<file path="src/rtl/pic_pkg.sv">
package pic_pkg;
  localparam int unsigned N_LVL_DEF = 8;
  localparam int unsigned LVL_W_DEF = $clog2(N_LVL_DEF);
  localparam int unsigned VEC_IDLE  = 0;
endpackage

</file>
<file path="src/rtl/pic_prio_enc.sv">
module pic_prio_enc #(
  parameter int unsigned N_LVL = pic_pkg::N_LVL_DEF,
  localparam int unsigned LVL_W = $clog2(N_LVL)
) (
  input  logic [N_LVL-1:0] req,
  output logic             any,
  output logic [LVL_W-1:0] win
);
  logic [N_LVL-1:0] hit_vec;

  genvar g;
  generate
    for (g = 0; g < N_LVL; g++) begin : g_mask
      if (g == N_LVL - 1) begin : g_top
        assign hit_vec[g] = req[g];
      end else begin : g_low
        assign hit_vec[g] = req[g] & ~(|req[N_LVL-1:g+1]);
      end
    end
  endgenerate

  always_comb begin
    win = '0;
    for (int i = 0; i < N_LVL; i++) begin
      if (hit_vec[i]) win = i[LVL_W-1:0];
    end
  end

  assign any = |req;
endmodule

</file>
<file path="src/rtl/pic_status_reg.sv">
module pic_status_reg #(
  parameter int unsigned LVL_W = pic_pkg::LVL_W_DEF
) (
  input  logic             clk,
  input  logic             rst,
  input  logic             ld,
  input  logic [LVL_W-1:0] lvl_in,
  input  logic             cmp_in,
  output logic [LVL_W-1:0] lvl_q,
  output logic             cmp_q
);
  always_ff @(posedge clk) begin
    if (rst) begin
      lvl_q <= '0;
      cmp_q <= 1'b1;
    end else if (ld) begin
      lvl_q <= lvl_in;
      cmp_q <= cmp_in;
    end
  end
endmodule

</file>
<file path="src/rtl/pic_irq_ctl.sv">
module pic_irq_ctl #(
  parameter int unsigned LVL_W = pic_pkg::LVL_W_DEF
) (
  input  logic             clk,
  input  logic             rst,
  input  logic             any,
  input  logic [LVL_W-1:0] win,
  input  logic [LVL_W-1:0] stat_lvl,
  input  logic             stat_cmp,
  input  logic             ien,
  input  logic             grp_en,
  output logic             arm_q,
  output logic             irq_q,
  output logic [LVL_W-1:0] vec_q
);
  logic outranks;
  logic fire;

  assign outranks = any & (~stat_cmp | (win > stat_lvl));
  assign fire     = arm_q & grp_en & outranks;

  always_ff @(posedge clk) begin
    if (rst) begin
      arm_q <= 1'b0;
      irq_q <= 1'b0;
      vec_q <= LVL_W'(pic_pkg::VEC_IDLE);
    end else begin
      irq_q <= fire;
      if (fire) begin
        arm_q <= 1'b0;
        vec_q <= win;
      end else if (ien) begin
        arm_q <= 1'b1;
      end
    end
  end
endmodule

</file>
<file path="src/rtl/pic8_cascade.sv">
module pic8_cascade #(
  parameter int unsigned N_LVL = pic_pkg::N_LVL_DEF,
  localparam int unsigned LVL_W = $clog2(N_LVL)
) (
  input  logic             clk,
  input  logic             rst,
  input  logic [N_LVL-1:0] req_i,
  input  logic [LVL_W-1:0] stat_i,
  input  logic             cmp_sel_i,
  input  logic             stat_ld_i,
  input  logic             ien_i,
  input  logic             rd_en_i,
  input  logic             grp_en_i,
  output logic             nxt_en_o,
  output logic             irq_n,
  output logic [LVL_W-1:0] vec_o
);
  logic             any_req;
  logic [LVL_W-1:0] win_lvl;
  logic [LVL_W-1:0] stat_lvl_q;
  logic             stat_cmp_q;
  logic             arm_q;
  logic             irq_q;
  logic [LVL_W-1:0] vec_q;

  pic_prio_enc #(.N_LVL(N_LVL)) u_enc (
    .req (req_i),
    .any (any_req),
    .win (win_lvl)
  );

  pic_status_reg #(.LVL_W(LVL_W)) u_stat (
    .clk    (clk),
    .rst    (rst),
    .ld     (stat_ld_i),
    .lvl_in (stat_i),
    .cmp_in (cmp_sel_i),
    .lvl_q  (stat_lvl_q),
    .cmp_q  (stat_cmp_q)
  );

  pic_irq_ctl #(.LVL_W(LVL_W)) u_ctl (
    .clk      (clk),
    .rst      (rst),
    .any      (any_req),
    .win      (win_lvl),
    .stat_lvl (stat_lvl_q),
    .stat_cmp (stat_cmp_q),
    .ien      (ien_i),
    .grp_en   (grp_en_i),
    .arm_q    (arm_q),
    .irq_q    (irq_q),
    .vec_q    (vec_q)
  );

  assign nxt_en_o = grp_en_i & ~any_req;
  assign irq_n    = ~irq_q;
  assign vec_o    = rd_en_i ? vec_q : '0;
endmodule

</file>
<file path="config.mk">
export PLATFORM = sky130hd
export DESIGN_NAME = pic8_cascade
export DESIGN_NICKNAME = d
export VERILOG_FILES = /design/src/rtl/pic_pkg.sv /design/src/rtl/pic_prio_enc.sv /design/src/rtl/pic_status_reg.sv /design/src/rtl/pic_irq_ctl.sv /design/src/rtl/pic8_cascade.sv
export SDC_FILE = /design/constraint.sdc
export NUM_CORES = 1
export LEC_CHECK = 0
export ABC_AREA = 1
export BUFFER_PORTS_ARGS = -buffer_cell sky130_fd_sc_hd__clkbuf_2
export CORE_AREA = 2 2 40 42
export DETAILED_ROUTE_END_ITERATION = 16
export DIE_AREA = 0 0 42 44
export HOLD_SLACK_MARGIN = 0.15
export MAX_ROUTING_LAYER = met4
export PLACE_DENSITY = 0.66
export RECOVER_POWER = 100
export SETUP_SLACK_MARGIN = 0.1
export SKIP_LAST_GASP = 1
export SYNTH_ARGS = -nofsm -noshare
export SYNTH_HDL_FRONTEND = slang
export SYNTH_SLANG_ARGS = --single-unit
</file>
<file path="constraint.sdc">
create_clock -name clk -period 1.4 [get_ports clk]
set_input_delay 0.28 -clock clk [delete_from_list [all_inputs] [get_ports clk]]
set_output_delay 0.28 -clock clk [all_outputs]
set_load 0.05 [all_outputs]
</file>
# After elaboration in Yosys (flattened, before gate mapping)
# Index checks and enable logic that the tools add are counted.
# Widths: inputs -> output; s select.
[totals]
mem_bits_rw = 0
latch_bits = 0
romBits = 0
reg_bits = 9
memories = 0
out_inout_bits = 5
input_bits = 18
wordCells = 41
[op_classes]
bitwise = 20
magnitude_cmp = 1
div_mod_pow = 0
n_reduce_logical = 7
eq_ne = 0
shift = 0
n_mux = 8
multipliers = 0
n_addsub = 0
[op_table]
columns = ["op", "n"]
rows = [
  ["$mux 3", 7],
  ["$and 1x1->1", 10],
  ["$not 1->1", 9],
  ["$reduce_or 8->1", 1],
  ["$reduce_or 6->1", 1],
  ["$reduce_or 5->1", 1],
  ["$reduce_or 2->1", 2],
  ["$reduce_or 4->1", 1],
  ["$gt 3x3->1", 1],
  ["$reduce_or 3->1", 1],
  ["$mux 1", 1],
  ["$or 1x1->1", 1],
]

# Logic depth before layout (Yosys ltp)
# Gate-level depths: netlist of run 1.
[depth]
depth_word = 15
ltp_mapped = 15
mapped_depth_nobuf = 15

# By module
# A second synthesis of run 1 with hierarchy kept.
[hier_totals]
cells_unflattened = 80
hier_area_um2 = 555.5
[modules_own_cells]
columns = ["module", "instances", "seq_area_each_um2", "cells_per_inst", "area_per_inst_um2"]
rows = [
  ["pic_irq_ctl", 1, 100.1, 34, 272.8],
  ["pic_status_reg", 1, 80.1, 25, 175.2],
  ["pic_prio_enc", 1, 0.0, 12, 73.8],
  ["pic8_cascade", 1, 0.0, 9, 33.8],
]

# Least setup slack after synthesis of run 1
# No wires, ideal clock.
[synth_timing]
path_type = "in2out"
start = "in req_i[6]"
end = "out nxt_en_o"
path_stages = 3
required_ns = 1.120
setup_slack_ns = -0.564
arrival_ns = 1.684
cell_sequence = "nor2_2 nand2_4 nor3b_1"
[synth_via]
elab_chain_cells = 3
[synth_rtl]
columns = ["item", "line", "text"]
rows = [
  ["from (decl)", "pic8_cascade.sv:7", "input logic [N_LVL-1:0] req_i,"],
  ["$reduce_or 8->1", "pic_prio_enc.sv:29", "assign any = |req;"],
  ["$not 1->1", "pic8_cascade.sv:56", "assign nxt_en_o = grp_en_i & ~any_req;"],
  ["$and 1x1->1", "pic8_cascade.sv:56", ""],
  ["to (decl)", "pic8_cascade.sv:14", "output logic nxt_en_o,"],
]
# No other way between the ends.

# Worst setup path in the final report of run 1
[layout_timing]
start = "in req_i[2]"
end = "reg u_ctl.vec_q[0]"
[layout_via]
elab_chain_cells = 14
elab_cells_between_ends = 16
cone_classes = "order compare: 1; mux: 7; bitwise: 6; reduce/logical: 2"
[layout_rtl]
columns = ["item", "line", "text"]
rows = [
  ["$reduce_or 6->1", "pic_prio_enc.sv:17", "assign hit_vec[g] = req[g] & ~(|req[N_LVL-1:g+1]);"],
  ["$not 1->1", "pic_prio_enc.sv:17", ""],
  ["$and 1x1->1", "pic_prio_enc.sv:17", ""],
  ["$mux 1", "pic_prio_enc.sv:25", "if (hit_vec[i]) win = i[LVL_W-1:0];"],
  ["$mux 3 (6 in series)", "pic_prio_enc.sv:25", ""],
  ["$gt 3x3->1", "pic_irq_ctl.sv:19", "assign outranks = any & (~stat_cmp | (win > stat_lvl));"],
  ["$or 1x1->1", "pic_irq_ctl.sv:19", ""],
  ["$and 1x1->1", "pic_irq_ctl.sv:19", ""],
  ["$and 1x1->1", "pic_irq_ctl.sv:20", "assign fire = arm_q & grp_en & outranks;"],
  ["to (signal assigned)", "pic_irq_ctl.sv:26", "vec_q <= LVL_W'(pic_pkg::VEC_IDLE);"],
  ["to (signal assigned)", "pic_irq_ctl.sv:31", "vec_q <= win;"],
  ["to (decl)", "pic_irq_ctl.sv:14", "output logic [LVL_W-1:0] vec_q"],
]
# Parallel ways exist; a longest one is shown, timed or not.
# A chain may end at the register's enable or synchronous reset.

==> flow_summary.ini, run 1 <==
[placement]
placed_area_um2 = 733
gp_congestion = 0.733
hpwl_um = 890
io_buffers = 22
dp.cells = 118

[cts]
cts_root_buf = clkbuf_4
cts.clk_slew.worst_paths_ns = 0.06
insertion_delay_ns = 0.26
cts_buffers = 3
clockBufferDepth = 2
h-tree-depth = 1
hold_buffers = 0
cts.sinks = 9
cts_tree = yes

[yosys]
ys_seq_area_share_pct = 34.0
synth_top_family_by_area = simple AND/OR/NAND/NOR gates
synth-simple-area-share_pct = 37.3
synth_flop_cell = dfxtp_1
synth_area_um2 = 531
synthTopCellsByArea = dfxtp_1, inv_1, nand2_1, ha_1, nor2_4
synth_edf_count = 0
synth_fa_ha_area_share_pct = 7.08
synth_top_area_share_pct = 34.0
synth-seq-cells = 9
netlist_instances = 75
async_flop_share_pct = 0
yosysWarnings = 0
synth_cell_types = 16
synth.largest_area_cell = dfxtp_1
synth_compound_area_share_pct = 10.4
synthMuxAreaShare_pct = 0
synth_xor_area_share_pct = 0
synth_common_cells = inv_1, nand2_1, dfxtp_1
syn_nets = 96
synth_area_per_cell_um2 = 7.07

[die]
row_count = 14
die_h_um = 44
die_area_mm2 = 0.00185
design.core.area_mm2 = 0.00142
start_util_pct = 37.4
die_w_um = 42
floorplan.io_pins = 23

[setup_path]
critPathArrivalTime_ns = 1.50
criticalPathCategory = input pin to register
critPathRequiredTime_ns = 1.55
crit_cells = 14
reg2reg_depth = 9
max_stage_delay_ns = 0.25
worst-path-buf-inv = 2
cp_max_fo = 4
worst_path_dominant_cell_family = simple AND/OR/NAND/NOR gates
worstSetupEndpointType = register
cp_slowest_cell = ha_1
worstSetupStartpointType = input pin
cp_cell_sequence = buf_6 > inv_2 > nand2_1 > nand2_1 > nand2_2 > nand2_2 > a21oi_2 > ha_1 > nand3_1 > nand2_1 > nand2_2 > nand2_4 > nand3_1 > o21ai_1

[pwr]
total_leakage_power_uw = 0.000442
peakVddDrop_mv = 0.646
power_density_mw_per_mm2 = 790
finalPower_uw = 643

[layout]
design_area_um2 = 815
antennaDiodeCount = 0
fillers = 139
multi_input_area_um2 = 350
drive_gt1_share_pct = 47.7
finalNetCount = 129
area_growth_pct = 53.5
area.sequential_um2 = 180
instances_no_fill = 123

[global_route]
grt_util_all_layers_pct = 13.4
grt_pass1_wl_mm = 1.76
antenna_found_initial = 0
grt_overflow = 0
grt_pass1_vias = 467
grt_max_degree = 10

[timing]
rsz0062_at_grt = true
whs_ns = 0.230
relSlewSlack_pct = 81.7
hold_violations = 0
tns_ns = 0
clock.fmax_mhz = 737
finClkSkew_ns = 0.00204
worst_pin_slew_ns = 0.276
min_period_ns = 1.36
setup_violations = 0
slew_violations = 0
period_share_pct = 96.9

[run_status]
status = finished, final reports clean

[detailed_routing]
drt_wl_total_mm = 1.12
route.vias.total = 556
drt_iter0_drc = 4
wire_per_inst_um = 9.07
via_per_inst = 4.52
dr.pass1.iters = 4
drc_errors = 0
ant_nets = 0

[hold_path]
holdPathStages = 3
hold_path_class = input pin to register

[run]
cap_violations = 0
## registers in the layout, summed over array words and instances, names as in the netlist
name,cells
u_ctl.vec_q,3
u_stat.lvl_q,3
u_ctl.arm_q,1
u_ctl.irq_q,1
u_stat.cmp_q,1
## repair_timing
action / in CTS / in global routing
resized for setup: 2 / 12
endpoints found under the setup margin: 1 / 6
pin swaps: 1 / 13
setup buffers: 0 / 1
## logic make-up (layout without fill, tap and decap cells)
logic type,Yosys count,count (layout)
DFF,9,9
and+or+nand+nor,36,36
adders and majority gates,3,3
AOI/OAI and AO/OA,11,11
buffers and inverters,16,48
## worst reg2reg max path, delay by kind of cell (launching register included)
| kind | cells | cell delay, ns |
|---|---|---|
| DFF | 1 | 0.29 |
| AOI/OAI and AO/OA | 2 | 0.22 |
| buffers and inverters | 1 | 0.11 |
| and+or+nand+nor | 5 | 0.39 |
| adders and majority gates | 1 | 0.22 |
## path summary, 6_finish.rpt
kind              slack, ns            start         endpoint
setup / recovery       0.04         req_i[2]   u_ctl.vec_q[0]
hold / removal         0.23        cmp_sel_i     u_stat.cmp_q
setup reg to reg       0.08  u_stat.lvl_q[2]   u_ctl.vec_q[0]
hold reg to reg        0.47  u_stat.lvl_q[1]  u_stat.lvl_q[1]
## routing by layer
metal	track usage (%)	part of all wire [%]
met5	-	0
met4	1.94	0
met3	7.50	7.0
met2	23.8	54
met1	13.2	39
## final cells by class
cell class	instances	area share, %
Multi-Input combinational cell	50	43.0
Sequential cell	9	22.1
Timing Repair Buffer	28	21.8
Inverter	16	7.37
Clock buffer	4	3.23
Tap cell	16	2.46
## placed cells by master (no fill, tap or decap)
master    synthesis  final
ha_4              0      1
a21oi_1           4      3
nor2_2            2      1
buf_4             0      6
buf_6             0      2
nand2_2           1      5
a21oi_2           0      1
o21ai_0           3      3
nand3_4           0      1
nand3_2           1      2
ha_1              3      2
buf_8             0      1
nand3_1           6      4
nor2_1            5      5
inv_1            15     14
nand2_4           2      2
clkbuf_1          0      1
nor2_4            3      4
o21ai_1           4      4
dfxtp_1           9      9
clkbuf_4          0      3
nor3b_4           0      1
inv_2             1      2
clkbuf_2          0     19
nand2_1          15     11
## through the flow
stage / setup slack, ns / util, %
floorplan: 0.0880 / -
global placement: -0.127 / 51.7
detailed placement: -0.164 / 51.7
CTS: 0.105 / 54.1
global route: -0.0432 / 57.4
finish: 0.0438 / 57.4
## power by group
part           switching (uW)  leakage, uW  total [uW]  internal [uW]
sequential               8.69    0.0000743         282            274
combinational            92.5     0.000353         165           72.1
clock                    86.7    0.0000150         196            110
total                     188     0.000442         643            455
(Power assumes the default switching activity.)
==> run 2, diff against run 1 <==
CORE_AREA = 2 2 39 41   (was 2 2 40 42)
DIE_AREA = 0 0 41 43   (was 0 0 42 44)
PLACE_DENSITY = 0.67   (was 0.66)
clock period = 1.47 ns   (was 1.4 ns; I/O delays follow)
==> flow_summary.ini, run 2 (synthesis gave the netlist of run 1 again) <==
[run_status]
status = finished, final reports clean

[setup_path]
worst-path-buf-inv = 2
ff2ff_setup_slack_ns = 0.16
reg2reg_depth = 9
max_stage_delay_ns = 0.25
worstSetupStartpointType = input pin
rr_endpoint = u_ctl.vec_q[0]
cp-startpoint = req_i[4]
critPathArrivalTime_ns = 1.05
cp_cell_sequence = clkbuf_2 > nor2_4 > nand2_4 > nor3b_4 > clkbuf_4
worst_path_dominant_cell_family = simple AND/OR/NAND/NOR gates
critPathCapture = nxt_en_o
cp_max_fo = 3
critPathRequiredTime_ns = 1.18
crit_cells = 5
worstSetupEndpointType = output pin
cp_slowest_cell = clkbuf_4
r2r-start = u_stat.lvl_q[2]
criticalPathCategory = input pin to output pin

[run]
cap_violations = 0

[global_route]
grt_pass1_vias = 445
grt_util_all_layers_pct = 15.0
grt_pass1_wl_mm = 1.70
grt_overflow = 0
grt_max_degree = 10
antenna_found_initial = 0

[layout]
area_growth_pct = 55.2
antennaDiodeCount = 0
drive_gt1_share_pct = 49.0
fillers = 129
final_common_cell = clkbuf_2
finalNetCount = 126
reg_top3 = u_ctl.vec_q: 3 flops, u_stat.lvl_q: 3 flops
instances_no_fill = 120
multi_input_area_um2 = 385
area.sequential_um2 = 180
final_cell_mix = clkbuf_2, inv_1, nand2_1, dfxtp_1

[timing]
period_share_pct = 91.7
relSlewSlack_pct = 75.0
rsz0062_at_grt = true
setup_violations = 0
min_period_ns = 1.35
worst_pin_slew_ns = 0.375
slew_violations = 0
tns_ns = 0
finClkSkew_ns = 0.000745
hold_violations = 0
clock.fmax_mhz = 742

[placement]
io_buffers = 22
gp_congestion = 0.728
dp.cells = 116
hpwl_um = 837

[die]
floorplan.io_pins = 23
die_h_um = 43
die_area_mm2 = 0.00176
row_count = 14
die_w_um = 41
start_util_pct = 38.3
design.core.area_mm2 = 0.00138

[pwr]
finalPower_uw = 628
power_density_mw_per_mm2 = 763
total_leakage_power_uw = 0.000429
peakVddDrop_mv = 0.452

[detailed_routing]
drt_iter0_drc = 4
ant_nets = 0
via_per_inst = 4.43
dr.pass1.iters = 2
route.vias.total = 532
drt_wl_total_mm = 1.16
wire_per_inst_um = 9.64
drc_errors = 0

[cts]
insertion_delay_ns = 0.26
cts.clk_slew.worst_paths_ns = 0.06
hold_buffers = 0
h-tree-depth = 1
cts.sinks = 9
cts_tree = yes
cts_root_buf = clkbuf_4
cts_buffers = 3
clockBufferDepth = 2
cts_setup_buffers = 0

[hold_path]
holdPathStages = 3
hold_path_class = input pin to register
hold_start = cmp_sel_i
run 2: cell types whose count changed in the layout (fill, tap and decap cells not counted), sizes merged:
cell / change
clkbuf: +1
buf: -4
run 2: worst min path at each step:
| stage | to | slack (ns) |
|---|---|---|
| global placement | u_stat.lvl_q[1] | 0.46 |
| floorplan | u_stat.cmp_q | 0.42 |
| global route | u_stat.cmp_q | 0.26 |
| finish | u_stat.cmp_q | 0.24 |
| CTS | u_stat.cmp_q | 0.23 |
| detailed placement | u_stat.lvl_q[1] | 0.46 |
run 2: layout make-up:
cell class / count / area share, %
multi-input combinational: 50 / 46.8
clock buffer: 4 / 3.19
inverter: 16 / 7.29
timing repair buffer: 25 / 18.4
sequential: 9 / 21.9
tap: 16 / 2.43
run 2: worst reg2reg max path: cells and delay by family, from the launching register on:
family	cells	cell delay (ns)
simple gates	5	0.39
flops	1	0.30
fa+ha+maj	1	0.26
compound gates	2	0.22
buf+inv	1	0.07
run 2: through the flow:
step                      hold slack [ns]  setup slack (ns)  utilization, %  area (um^2)
after global routing                0.262            0.0328            59.5          823
after floorplan                     0.416             0.120               -          562
after global placement              0.455           -0.0723            51.6          714
after CTS                           0.230             0.111            53.7          743
final                               0.239             0.122            59.5          823
after detailed placement            0.458            -0.106            51.6          714
run 2: routing by layer:
layer	track usage (%)	up-vias	part of all wire, %
met3	7.85	2	6.0
met5	-	-	0
met2	22.5	15	53
met4	4.00	0	0.86
li1	-	293	-
met1	16.9	222	40
run 2: power by group:
part / internal (uW) / switching (uW) / leakage [uW]
registers: 260 / 9.14 / 0.0000743
logic: 74.3 / 93.1 / 0.000340
clock network: 105 / 86.2 / 0.0000150
total: 439 / 188 / 0.000429
run 2: timing repair:
| item | in CTS | in global routing |
|---|---|---|
| cloned | 0 | 0 |
| resized for setup | 1 | 18 |
| pin swaps | 0 | 10 |
| setup endpoints to repair | 1 | 6 |
==> run 3, diff against run 2 <==
ABC_AREA = not set   (was 1)
CTS_BUF_LIST = sky130_fd_sc_hd__clkbuf_8   (was not set)
PLACE_DENSITY = 0.64   (was 0.67)
==> flow_summary.ini, run 3 <==
[cts]
insertion_delay_ns = 0.24
cts_buffers = 3
cts.sinks = 9
cts.clk_slew.worst_paths_ns = 0.04
cts_tree = yes
hold_buffers = 0
clockBufferDepth = 2
h-tree-depth = 1
cts_root_buf = clkbuf_8

[yosys]
synthTopCellsByArea = dfxtp_1, mux2i_1, ha_1, inv_1, nor2_1
synth_flop_cell = dfxtp_1
yosysWarnings = 0
async_flop_share_pct = 0
synth_top_area_share_pct = 36.1
synth_cell_types = 22
synth.largest_area_cell = dfxtp_1
synth_edf_count = 0
ys_seq_area_share_pct = 36.1
synth-seq-cells = 9
syn_nets = 77
synth_area_per_cell_um2 = 8.91
synth_area_um2 = 499
synth.most_common_cell = dfxtp_1
synth_common_cells = dfxtp_1, inv_1, mux2i_1, nor2_1, nand2_1
netlist_instances = 56

[placement]
place_ws_ns = -0.532
dp.cells = 96
gp_congestion = 0.757
io_buffers = 22
hpwl_um = 881

[die]
die_area_mm2 = 0.00176
start_util_pct = 36.1
row_count = 14
floorplan.io_pins = 23
design.core.area_mm2 = 0.00138
die_w_um = 41
die_h_um = 43

[detailed_routing]
ant_nets = 0
wl_met3_um = 56
drt_wl_total_mm = 1.13
via_per_inst = 4.75
dr.max_layer_used = met4
dr_wl_met2_um = 545
drc_errors = 0
wl_met1_um = 508
drt_iter0_drc = 7
wire_per_inst_um = 11.0
route.vias.total = 489
dr.pass1.iters = 3

[hold_path]
hold-path-endpoint = u_stat.cmp_q
holdPathStages = 3
hold_start = cmp_sel_i
hold_path_class = input pin to register

[timing]
finClkSkew_ns = 0.00591
hold_violations = 0
slew_violations = 0
worst_pin_slew_ns = 0.274
clock.fmax_mhz = 589
whs_ns = 0.279
fin_ws_ns = -0.227
setup_violations = 6
tns_ns = -1.16
period_share_pct = 115
min_period_ns = 1.70
relSlewSlack_pct = 81.8
rsz0062_at_grt = true

[setup_path]
cp_max_fo = 3
ff2ff_setup_slack_ns = -0.09
critPathArrivalTime_ns = 1.40
critPathRequiredTime_ns = 1.18
r2r-start = u_stat.lvl_q[1]
worstSetupEndpointType = output pin
worstSetupStartpointType = input pin
reg2reg_depth = 6
rr_endpoint = u_ctl.vec_q[2]
criticalPathCategory = input pin to output pin

[run_status]
violations = setup timing
status = complete, but fails checks

[layout]
area_growth_pct = 61.7
final_common_cell = clkbuf_2
antennaDiodeCount = 0
final_cell_mix = clkbuf_2, dfxtp_1, inv_1, mux2i_1
multi_input_area_um2 = 348
final_util_pct = 58.3
reg_top3 = u_ctl.vec_q: 3 flops, u_stat.lvl_q: 3 flops
fillers = 120
area.sequential_um2 = 180
drive_gt1_share_pct = 49.4
instances_no_fill = 103
finalNetCount = 109

[global_route]
antenna_found_initial = 0
grt_pass1_vias = 472
grt_util_all_layers_pct = 16.8
grt_max_degree = 7
grt_overflow = 0
grt_pass1_wl_mm = 1.90

[pwr]
power_density_mw_per_mm2 = 875
peakVddDrop_mv = 0.686
total_leakage_power_uw = 0.000407

[run]
cap_violations = 0
-- run 3: changes by cell type after synthesis, sizes merged, moves of 3 or more --
cell   delta
inv       -9
nand2    -12
and2      +3
o21ai     -7
nor2      -4
mux2i     +6
nand3     -7
-- run 3: where the power goes --
group          total (uW)  leakage [uW]  switching, uW  internal [uW]
combinational         146      0.000306           71.9           74.1
sequential            270     0.0000741           9.54            261
clock                 290     0.0000269            107            183
total                 706      0.000407            188            517
-- run 3: logic make-up (layout without fill, tap and decap cells) --
group / after synthesis / after routing / share of synthesized area, %
multiplexers: 6 / 6 / 12.0
AO/OA/AOI/OAI: 9 / 9 / 16.0
AND/OR/NAND/NOR: 21 / 21 / 22.3
flip-flops: 9 / 9 / 36.1
buffers and inverters: 8 / 39 / 6.02
adder cells (fa/ha/maj): 3 / 3 / 7.52
-- run 3: repair_timing --
action / 4_1_cts / 5_1_grt
pin swaps: 4 / 6
buffers inserted: 1 / 2
endpoints found under the setup margin: 6 / 6
endpoints found under the hold margin: 0 / 0
gates resized for setup: 5 / 9
-- run 3: how the worst max path moves through the flow --
stage	slack [ns]	cells after the start	endpoint	startpoint
floorplan	-0.36	2	nxt_en_o	req_i[5]
global placement	-0.50	7	u_ctl.vec_q[1]	req_i[5]
detailed placement	-0.53	7	u_ctl.vec_q[2]	req_i[5]
CTS	-0.25	7	u_ctl.vec_q[2]	req_i[4]
global route	-0.28	8	u_ctl.vec_q[2]	req_i[2]
finish	-0.23	5	nxt_en_o	req_i[5]
-- run 3: critical path: stages --
cell    delay, ns
buf_6        0.10
or4_4        0.56
buf_6        0.15
nor3_4       0.13
buf_8        0.17
-- run 3: area by class of cell --
cell class | instances | area share, %
clock inverters | 1 | 0.465
repair buffers | 28 | 23.3
inverters | 7 | 3.26
well taps | 16 | 2.48
multi-input cells | 39 | 43.1
flip-flops and latches | 9 | 22.3
clock buffers | 3 | 5.12
-- run 3: metrics by stage --
step | instance area, um^2 | power [uW]
2_1_floorplan | 544 | 357
3_3_place_gp | 693 | 404
3_5_place_dp | 693 | 407
4_1_cts | 769 | 707
5_1_grt | 807 | 747
6_report | 807 | 706
-- run 3: metal layers --
metal / GRT usage, % / vias up
met2: 25.0 / 14
met1: 19.1 / 216
met4: 8.00 / 0
met5: - / -
met3: 6.28 / 2
li1: - / 257
